[src/rtl/flash_cmd_pkg.sv]
package flash_cmd_pkg;

  typedef enum logic [3:0] {
    OP_NONE         = 4'd0,
    OP_PROGRAM      = 4'd1,
    OP_CHIP_ERASE   = 4'd2,
    OP_SECTOR_ERASE = 4'd3,
    OP_LOCKOUT      = 4'd4,
    OP_ID_ENTER     = 4'd5,
    OP_ID_EXIT      = 4'd6,
    OP_SUSPEND      = 4'd7,
    OP_RESUME       = 4'd8
  } cmdOp_t;

  typedef enum logic [2:0] {
    ST_IDLE, ST_KEY1, ST_KEY2, ST_PGM, ST_EXT3, ST_EXT4, ST_EXT5
  } seqState_t;

  typedef struct packed {
    logic   fire;
    cmdOp_t op;
  } ctrlStrobe_t;

  localparam logic [15:0] KEY_ADDR_A = 16'h5555;
  localparam logic [15:0] KEY_ADDR_B = 16'h2AAA;
  localparam logic [7:0]  KEY_DATA_A = 8'hAA;
  localparam logic [7:0]  KEY_DATA_B = 8'h55;
  localparam logic [7:0]  CODE_PGM   = 8'hA0;
  localparam logic [7:0]  CODE_EXT   = 8'h80;
  localparam logic [7:0]  CODE_CHIP  = 8'h10;
  localparam logic [7:0]  CODE_SECT  = 8'h30;
  localparam logic [7:0]  CODE_LOCK  = 8'h40;
  localparam logic [7:0]  CODE_IDIN  = 8'h90;
  localparam logic [7:0]  CODE_IDOUT = 8'hF0;
  localparam logic [7:0]  CODE_SUSP  = 8'hB0;

endpackage

[src/rtl/flash_cmd_ctrl.sv]
module flash_cmd_ctrl
  import flash_cmd_pkg::*;
#(
  parameter int ADDR_W = 20
) (
  input  logic              clk,
  input  logic              rstN,
  input  logic              wrValid,
  input  logic [ADDR_W-1:0] wrAddr,
  input  logic [7:0]        wrData,
  input  logic              busyIn,
  output ctrlStrobe_t       strobe,
  output logic              bypassMode,
  output logic              idMode,
  output logic              eraseSuspended
);

  localparam int KEY_W = 16;

  seqState_t state, nextState;
  logic nextBypass, nextId, nextSusp;
  logic accept, atKeyA, atKeyB;
  logic [KEY_W-1:0] keyAddr;

  assign keyAddr = wrAddr[KEY_W-1:0];
  assign accept  = wrValid && !busyIn;
  assign atKeyA  = (keyAddr == KEY_ADDR_A);
  assign atKeyB  = (keyAddr == KEY_ADDR_B);

  always_comb begin
    nextState   = state;
    nextBypass  = bypassMode;
    nextId      = idMode;
    nextSusp    = eraseSuspended;
    strobe.fire = 1'b0;
    strobe.op   = OP_NONE;
    if (accept) begin
      if (bypassMode) begin
        strobe.fire = 1'b1;
        strobe.op   = OP_PROGRAM;
      end else begin
        nextState = ST_IDLE;
        unique case (state)
          ST_IDLE: begin
            if (atKeyA && wrData == KEY_DATA_A) begin
              nextState = ST_KEY1;
            end else if (wrData == CODE_SUSP) begin
              strobe.fire = 1'b1;
              strobe.op   = OP_SUSPEND;
              nextSusp    = 1'b1;
            end else if (wrData == CODE_SECT) begin
              strobe.fire = 1'b1;
              strobe.op   = OP_RESUME;
              nextSusp    = 1'b0;
            end else if (wrData == CODE_IDOUT) begin
              strobe.fire = 1'b1;
              strobe.op   = OP_ID_EXIT;
              nextId      = 1'b0;
            end
          end
          ST_KEY1: if (atKeyB && wrData == KEY_DATA_B) nextState = ST_KEY2;
          ST_KEY2: begin
            if (atKeyA) begin
              if (wrData == CODE_PGM) nextState = ST_PGM;
              else if (wrData == CODE_EXT) nextState = ST_EXT3;
              else if (wrData == CODE_IDIN) begin
                strobe.fire = 1'b1;
                strobe.op   = OP_ID_ENTER;
                nextId      = 1'b1;
              end else if (wrData == CODE_IDOUT) begin
                strobe.fire = 1'b1;
                strobe.op   = OP_ID_EXIT;
                nextId      = 1'b0;
              end
            end
          end
          ST_PGM: begin
            strobe.fire = 1'b1;
            strobe.op   = OP_PROGRAM;
          end
          ST_EXT3: if (atKeyA && wrData == KEY_DATA_A) nextState = ST_EXT4;
          ST_EXT4: if (atKeyB && wrData == KEY_DATA_B) nextState = ST_EXT5;
          ST_EXT5: begin
            if (atKeyA && wrData == CODE_CHIP && !eraseSuspended) begin
              strobe.fire = 1'b1;
              strobe.op   = OP_CHIP_ERASE;
            end else if (wrData == CODE_SECT && !eraseSuspended) begin
              strobe.fire = 1'b1;
              strobe.op   = OP_SECTOR_ERASE;
            end else if (wrData == CODE_LOCK) begin
              strobe.fire = 1'b1;
              strobe.op   = OP_LOCKOUT;
            end else if (atKeyA && wrData == CODE_PGM) begin
              nextBypass = 1'b1;
            end
          end
          default: nextState = ST_IDLE;
        endcase
      end
    end
  end

  always_ff @(posedge clk or negedge rstN) begin
    if (!rstN) begin
      state          <= ST_IDLE;
      bypassMode     <= 1'b0;
      idMode         <= 1'b0;
      eraseSuspended <= 1'b0;
    end else begin
      state          <= nextState;
      bypassMode     <= nextBypass;
      idMode         <= nextId;
      eraseSuspended <= nextSusp;
    end
  end


  busy_hold_chk: assert property (@(posedge clk) disable iff (!rstN)
    (wrValid && busyIn) |=> $stable(state));


  bypass_sticky_chk: assert property (@(posedge clk) disable iff (!rstN)
    !$fell(bypassMode));


  bypass_program_chk: assert property (@(posedge clk) disable iff (!rstN)
    (bypassMode && strobe.fire) |-> (strobe.op == OP_PROGRAM));


  no_erase_suspended_chk: assert property (@(posedge clk) disable iff (!rstN)
    (eraseSuspended && strobe.fire) |->
      (strobe.op != OP_CHIP_ERASE && strobe.op != OP_SECTOR_ERASE));

endmodule

[src/rtl/flash_cmd_dp.sv]
module flash_cmd_dp
  import flash_cmd_pkg::*;
#(
  parameter int ADDR_W = 20
) (
  input  logic              clk,
  input  logic              rstN,
  input  ctrlStrobe_t       strobe,
  input  logic [ADDR_W-1:0] wrAddr,
  input  logic [7:0]        wrData,
  input  logic              lockOverride,
  output logic              reqValid,
  output logic [3:0]        reqOp,
  output logic [ADDR_W-1:0] reqAddr,
  output logic [7:0]        reqData,
  output logic              reqOverride
);

  always_ff @(posedge clk or negedge rstN) begin
    if (!rstN) begin
      reqValid    <= 1'b0;
      reqOp       <= '0;
      reqAddr     <= '0;
      reqData     <= '0;
      reqOverride <= 1'b0;
    end else begin
      reqValid <= strobe.fire;
      if (strobe.fire) begin
        reqOp       <= strobe.op;
        reqAddr     <= wrAddr;
        reqData     <= wrData;
        reqOverride <= lockOverride;
      end
    end
  end


  req_op_known_chk: assert property (@(posedge clk) disable iff (!rstN)
    reqValid |-> (reqOp != OP_NONE));

endmodule

[src/rtl/flash_cmd_decoder.sv]
module flash_cmd_decoder
  import flash_cmd_pkg::*;
#(
  parameter int ADDR_W = 20
) (
  input  logic              clk,
  input  logic              rstN,
  input  logic              wrValid,
  input  logic [ADDR_W-1:0] wrAddr,
  input  logic [7:0]        wrData,
  input  logic              busyIn,
  input  logic              lockOverride,
  output logic              reqValid,
  output logic [3:0]        reqOp,
  output logic [ADDR_W-1:0] reqAddr,
  output logic [7:0]        reqData,
  output logic              reqOverride,
  output logic              bypassMode,
  output logic              idMode,
  output logic              eraseSuspended
);

  ctrlStrobe_t strobe;

  flash_cmd_ctrl #(.ADDR_W(ADDR_W)) u_ctrl (
    .clk(clk), .rstN(rstN), .wrValid(wrValid), .wrAddr(wrAddr),
    .wrData(wrData), .busyIn(busyIn), .strobe(strobe),
    .bypassMode(bypassMode), .idMode(idMode), .eraseSuspended(eraseSuspended)
  );

  flash_cmd_dp #(.ADDR_W(ADDR_W)) u_dp (
    .clk(clk), .rstN(rstN), .strobe(strobe), .wrAddr(wrAddr),
    .wrData(wrData), .lockOverride(lockOverride), .reqValid(reqValid),
    .reqOp(reqOp), .reqAddr(reqAddr), .reqData(reqData),
    .reqOverride(reqOverride)
  );

endmodule

[config.mk]
export PLATFORM = sky130hd
export DESIGN_NAME = flash_cmd_decoder
export DESIGN_NICKNAME = d
export VERILOG_FILES = /design/src/rtl/flash_cmd_pkg.sv /design/src/rtl/flash_cmd_ctrl.sv /design/src/rtl/flash_cmd_dp.sv /design/src/rtl/flash_cmd_decoder.sv
export SDC_FILE = /design/constraint.sdc
export NUM_CORES = 1
export LEC_CHECK = 0
export BUFFER_PORTS_ARGS = -buffer_cell sky130_fd_sc_hd__buf_4
export CELL_PAD_IN_SITES_DETAIL_PLACEMENT = 0
export CELL_PAD_IN_SITES_GLOBAL_PLACEMENT = 2
export CORE_ASPECT_RATIO = 1.4
export CORE_MARGIN = 1.5
export CORE_UTILIZATION = 31
export CTS_CLUSTER_SIZE = 12
export DETAILED_ROUTE_END_ITERATION = 7
export PLACE_DENSITY = 0.88
export SLEW_MARGIN = 20
export SYNTH_ARGS = -nofsm -noshare
export SYNTH_HDL_FRONTEND = slang
export SYNTH_SLANG_ARGS = --single-unit
[constraint.sdc]
create_clock -name clk -period 2.7 [get_ports clk]
set_clock_uncertainty 0.1 [all_clocks]
set_input_delay 0.54 -clock clk [delete_from_list [all_inputs] [get_ports clk]]
set_output_delay 0.54 -clock clk [all_outputs]
set_load 0.005 [all_outputs]
======== Word level (Yosys, flattened, before mapping) ========
Cells that the tools add are included.
word-level totals
  logic and storage cells ................. 89
  input port bits ......................... 33
  bits in registers ....................... 40
  output and inout port bits .............. 37
cells by class
  bitwise gates (word level) .............. 2
  reductions and logical operators ........ 15
  equal/unequal tests ..................... 24
  multiplexer cells ....................... 39
operators with widths
  cell                                             number
  2-to-1 mux 5 bit                                 13
  == test 8 bit, second input constant             6
  case mux 5 bit (4 select lines)                  1
  2-to-1 mux 1 bit                                 17
  == test 16 x 14 -> 1 bit, second input constant  1
  == test 16 x 15 -> 1 bit, second input constant  1
  == test 8 x 7 -> 1 bit, second input constant    2
  2-to-1 mux 3 bit                                 5
  case mux 3 bit (5 select lines)                  1
  != test 2 bit, second input constant             5
  == test 3 bit, second input constant             3
  AND reduction 9 bit                              1
  == test 8 x 5 -> 1 bit, second input constant    1
  == test 8 x 6 -> 1 bit, second input constant    1
  logical AND 1 bit                                7
  == test 3 x 2 -> 1 bit, second input constant    2
  AND reduction 5 bit                              1
  nonzero test 2 bit                               2
  == test 3 x 1 -> 1 bit, second input constant    1
  zero test 3 bit                                  1
  zero test 1 bit                                  2
  2-to-1 mux 2 bit                                 1
  != test 2 x 1 -> 1 bit, second input constant    1
  NOT 1 bit                                        2
  other kinds (2)                                  2

======== Longest topological paths before layout ========
  word-level depth ........................ 9
  gate-level depth with buffers ........... 8
  gate-level depth less buffers ........... 6

======== Modules after synthesis ========
Synthesis repeated with hierarchy kept, for this count alone.
second synthesis, totals
  cells, all modules ...................... 160
  area total of the unflattened synthesis .. 2094.5 um2
modules (own cells, without submodules)
  module          cells an instance  area each (um2)  times used
  flash_cmd_dp    71                 1406.3           1
  flash_cmd_ctrl  89                 688.2            1

======== Worst setup path after synthesis ========
No wires, ideal clock.
  path type ............................... input port to flip-flop
  from .................................... input wrData[0]
  to ...................................... register u_dp.reqAddr[10]
  stages .................................. 7
  path slack .............................. -0.077 ns
  setup time .............................. 0.125 ns
  path buffers ............................ 2
  data arrival time ....................... 2.552 ns
  path through ............................ or4_4 > or4_4 > o22a_1 > a31o_1 > buf_6 > buf_6 > mux2_4
between the ends
  word-level cells in the longest chain between the ends .. 9
  elaborated cells on any way between the ends .. 27
  classes of those cells .................. eq/ne: 9; mux: 14; reduce/logical: 4
RTL lines
  item                               line                                        RTL
  from (decl)                        flash_cmd_decoder.sv:10                     input logic [7:0] wrData,
  == test 8 bit                      flash_cmd_ctrl.sv:55, flash_cmd_ctrl.sv:70
  2-to-1 mux 5 bit                   flash_cmd_ctrl.sv:55, flash_cmd_ctrl.sv:70
  2-to-1 mux 5 bit                   flash_cmd_ctrl.sv:66                        else if (wrData == CODE_IDIN) begin
  2-to-1 mux 5 bit                   flash_cmd_ctrl.sv:65                        else if (wrData == CODE_EXT) nextState = ST_EXT3;
  2-to-1 mux 5 bit                   flash_cmd_ctrl.sv:64                        if (wrData == CODE_PGM) nextState = ST_PGM;
  2-to-1 mux 5 bit                   flash_cmd_ctrl.sv:63                        if (atKeyA) begin
  case mux 5 bit (4 select lines) *  flash_cmd_ctrl.sv:43                        unique case (state)
  2-to-1 mux 5 bit *                 flash_cmd_ctrl.sv:38                        if (bypassMode) begin
  2-to-1 mux 5 bit *                 flash_cmd_ctrl.sv:37                        if (accept) begin
  to (signal assigned)               flash_cmd_dp.sv:30                          reqAddr <= wrAddr;
  to (decl)                          flash_cmd_dp.sv:14                          output logic [ADDR_W-1:0] reqAddr,
Mark *: on every way between the ends. The rest lies on a longest branch, timed or not.
A chain may end at the register's enable or synchronous reset.

======== Worst setup path after layout ========
  from .................................... input wrData[0]
  to ...................................... register u_dp.reqAddr[2]
Same word-level chain as after synthesis.

==> impl_metrics.tcl <==
set metrics [dict create \
    power.leakage_nw 1.38 \
    cp_top_family "simple AND/OR/NAND/NOR gates" \
    whs_ns 0.0987 \
    port_buffers 69 \
    gr-usage-met3_pct 3.41 \
    cts_buffers 5 \
    drtIter0Drc 52 \
    antenna_cells 0 \
    crit_path_end_kind "flip-flop" \
    synth_cells 175 \
    clkTransAtPathRegs_ns 0.08 \
    max_stage_delay_ns 0.57 \
    crit_buf_inv 2 \
    ctsRootBufferMaster "clkbuf_8" \
    chipWidth_um 72.3 \
    core_area_um2 6530 \
    hold_path_class "input port to async pin" \
    hold_viol 0 \
    crit_arrival_ns 2.63 \
    yosysMostFrequentCell "dfrtp_1" \
    synth.area.top_cells "dfrtp_1, mux2_4, mux2_1" \
    multiInputGateArea_um2 1000 \
    fin_crit_sh_pct 94.4 \
    use_met1_pct 17.3 \
    crit_slowest_cell "or4_4" \
    track_usage_pct 16.4 \
    synth-warning-count 0 \
    clock_path_buffers 2 \
    timing.fmax_mhz 393 \
    detail-route-antenna-nets 0 \
    wirelength_mm 5.78 \
    clkPwrFrac_pct 32.9 \
    tightest_slew_ns 0.636 \
    criticalPathCategory "input port to flip-flop" \
    switching_share_pct 24.9 \
    synth_fp_nets 208 \
    grt_use_met2_pct 30.1 \
    cap_violations 0 \
    required_ns 2.78 \
    wl_per_cell_um 17.0 \
    regArea_um2 1000 \
    p_int_mw 1.15 \
    combPwrFrac_pct 21.1 \
    final_core_utilization_pct 45.1 \
    die_h_um 100 \
    grt.overflow.total 0 \
    power_frac_seq_pct 46.0 \
    yosys.area.top_type_share_pct 48.0 \
    dieArea_um2 7230 \
    grt.busiest_layer "met2" \
    grt_pass1_vias 1872 \
    power.density_nw_per_um2 518 \
    finalSetupViolCount 0 \
    maxSlewHeadroom_pct 57.2 \
    syn_avg_cell_area_um2 11.9 \
    firstDrtPassIters 4 \
    gp_congestion 0.881 \
    synth_edf_count 0 \
    dp_hpwl_mm 4.51 \
    synth_flop_cell "dfrtp_1" \
    antenna_found_initial 0 \
    p_sw_uw 379 \
    outcome "completed" \
    grt_pass1_wl_mm 9.05 \
    post_cts_buffers 0 \
    fin_crit_ns 2.55 \
    synth_cell_type_count 43 \
    synthesis.area_um2 2080 \
    synthTopCellsByCount "dfrtp_1, mux2_4, mux2_1" \
    ys_seq_elements 40 \
    slew_viol_final 0 \
    final_area_um2 2950 \
    pin_count 70 \
    async_reset_ff_share_pct 100 \
    via_per_inst 5.23 \
    clock_latency_ns 0.30 \
    postCtsHoldBufs 0 \
    cts.repair.resized 0 \
    drc_errors 0 \
    yosys.area.top_type "dfrtp_1" \
    critPathMaxFanout 8 \
    total_power_mw 1.53 \
    clock-sinks 40 \
    post_dp_cell_area_um2 2830 \
    synthToLayoutAreaGrowth_pct 41.3 \
    cp-start-kind "input port" \
    htree_levels 2 \
    finalSetupTns_ns 0 \
    yosysSeqAreaShare_pct 48.0 \
    layout-drive-gt1-share_pct 46.4 \
    n_fill_cell 627 \
    start_util_pct 31.9 \
    reg2reg_from "u_ctrl.state[2]" \
    rows 35 \
    num-nets-final 299 \
    cts_tree "done" \
    crit_path_cell_trace "buf_4 > or4_4 > or4_4 > o22a_1 > a31o_1 > buf_4 > mux2_1" \
    vias 1782 \
    grt_max_degree 41 \
    vdd_drop_max_uv 196 \
    cp-startpoint "wrData[0]" \
    rsz0062_at_grt "no" \
]
## final timing paths
check	end	slack (ns)	cells after the start
worst max register to register	u_dp.reqAddr[2]	0.24	6
worst min register to register	u_dp.reqAddr[16]	0.39	1
worst max-delay path	u_dp.reqAddr[2]	0.15	7
min in group clk	u_dp.reqOverride	0.34	2
worst min-delay path	u_dp.reqAddr[17]	0.1	1
max in group asynchronous	u_dp.reqData[4]	2.06	1
## power by group through the flow
stage / Clock (mW) / Sequential, mW / Combinational (mW)
3_3_place_gp: 0 / 0.713 / 0.321
3_5_place_dp: 0 / 0.715 / 0.325
5_1_grt: 0.535 / 0.710 / 0.347
6_report: 0.502 / 0.702 / 0.321
4_1_cts: 0.514 / 0.704 / 0.326
2_1_floorplan: 0 / 0.714 / 0.126
## sequential cells by signal (all words and copies together) (netlist names)
name                   flops
u_dp.reqData               8
u_ctrl.eraseSuspended      1
u_dp.reqOverride           1
u_ctrl.state               3
u_dp.reqOp                 4
u_ctrl.idMode              1
u_ctrl.bypassMode          1
u_dp.reqValid              1
u_dp.reqAddr              20
## final cells by class
type                       instances  area share [%]
tap                               74            3.14
inverter                           8            1.02
clock buffer                       5            2.34
clock inverter                     3            1.44
sequential                        40            34.0
multi-input combinational        118            33.9
timing repair buffer              93            24.1
## layer usage
layer	wire (um)	share of wire [%]	up-vias
li1	-	-	841
met1	2230	39	860
met2	3130	54	66
met3	268	4.6	15
met4	159	2.7	0
met5	0	0	-
## cell families (layout without fill, tap and decap cells)
logic type             Yosys count  count (layout)  share of synthesized area [%]
AND/OR/NAND/NOR                 64              64                           19.6
flip-flops                      40              40                           48.0
multiplexers                    29              29                           18.9
AO/OA/AOI/OAI                   24              24                           8.88
buffers and inverters           17             109                           4.14
XOR/XNOR                         1               1                          0.420
## cell usage in the layout (no fill, tap or decap), types with 4 or more instances in the layout
cell	Yosys	layout
nand2_1	7	7
nor3_1	9	9
dfrtp_1	40	40
mux2_4	18	18
clkbuf_8	0	5
nand4_1	6	6
mux2_1	11	11
nor2_1	8	8
o21ai_0	4	4
nor4bb_1	7	7
inv_1	7	7
o41ai_1	4	4
buf_4	0	92
## stage by stage
stage / worst slack [ns] / instances
floorplan: 0.0182 / 175
global placement: -0.108 / 333
detailed placement: -0.169 / 333
CTS: 0.145 / 341
global route: 0.108 / 341
finish: 0.153 / 341
Power figures use the tool's default switching activity.
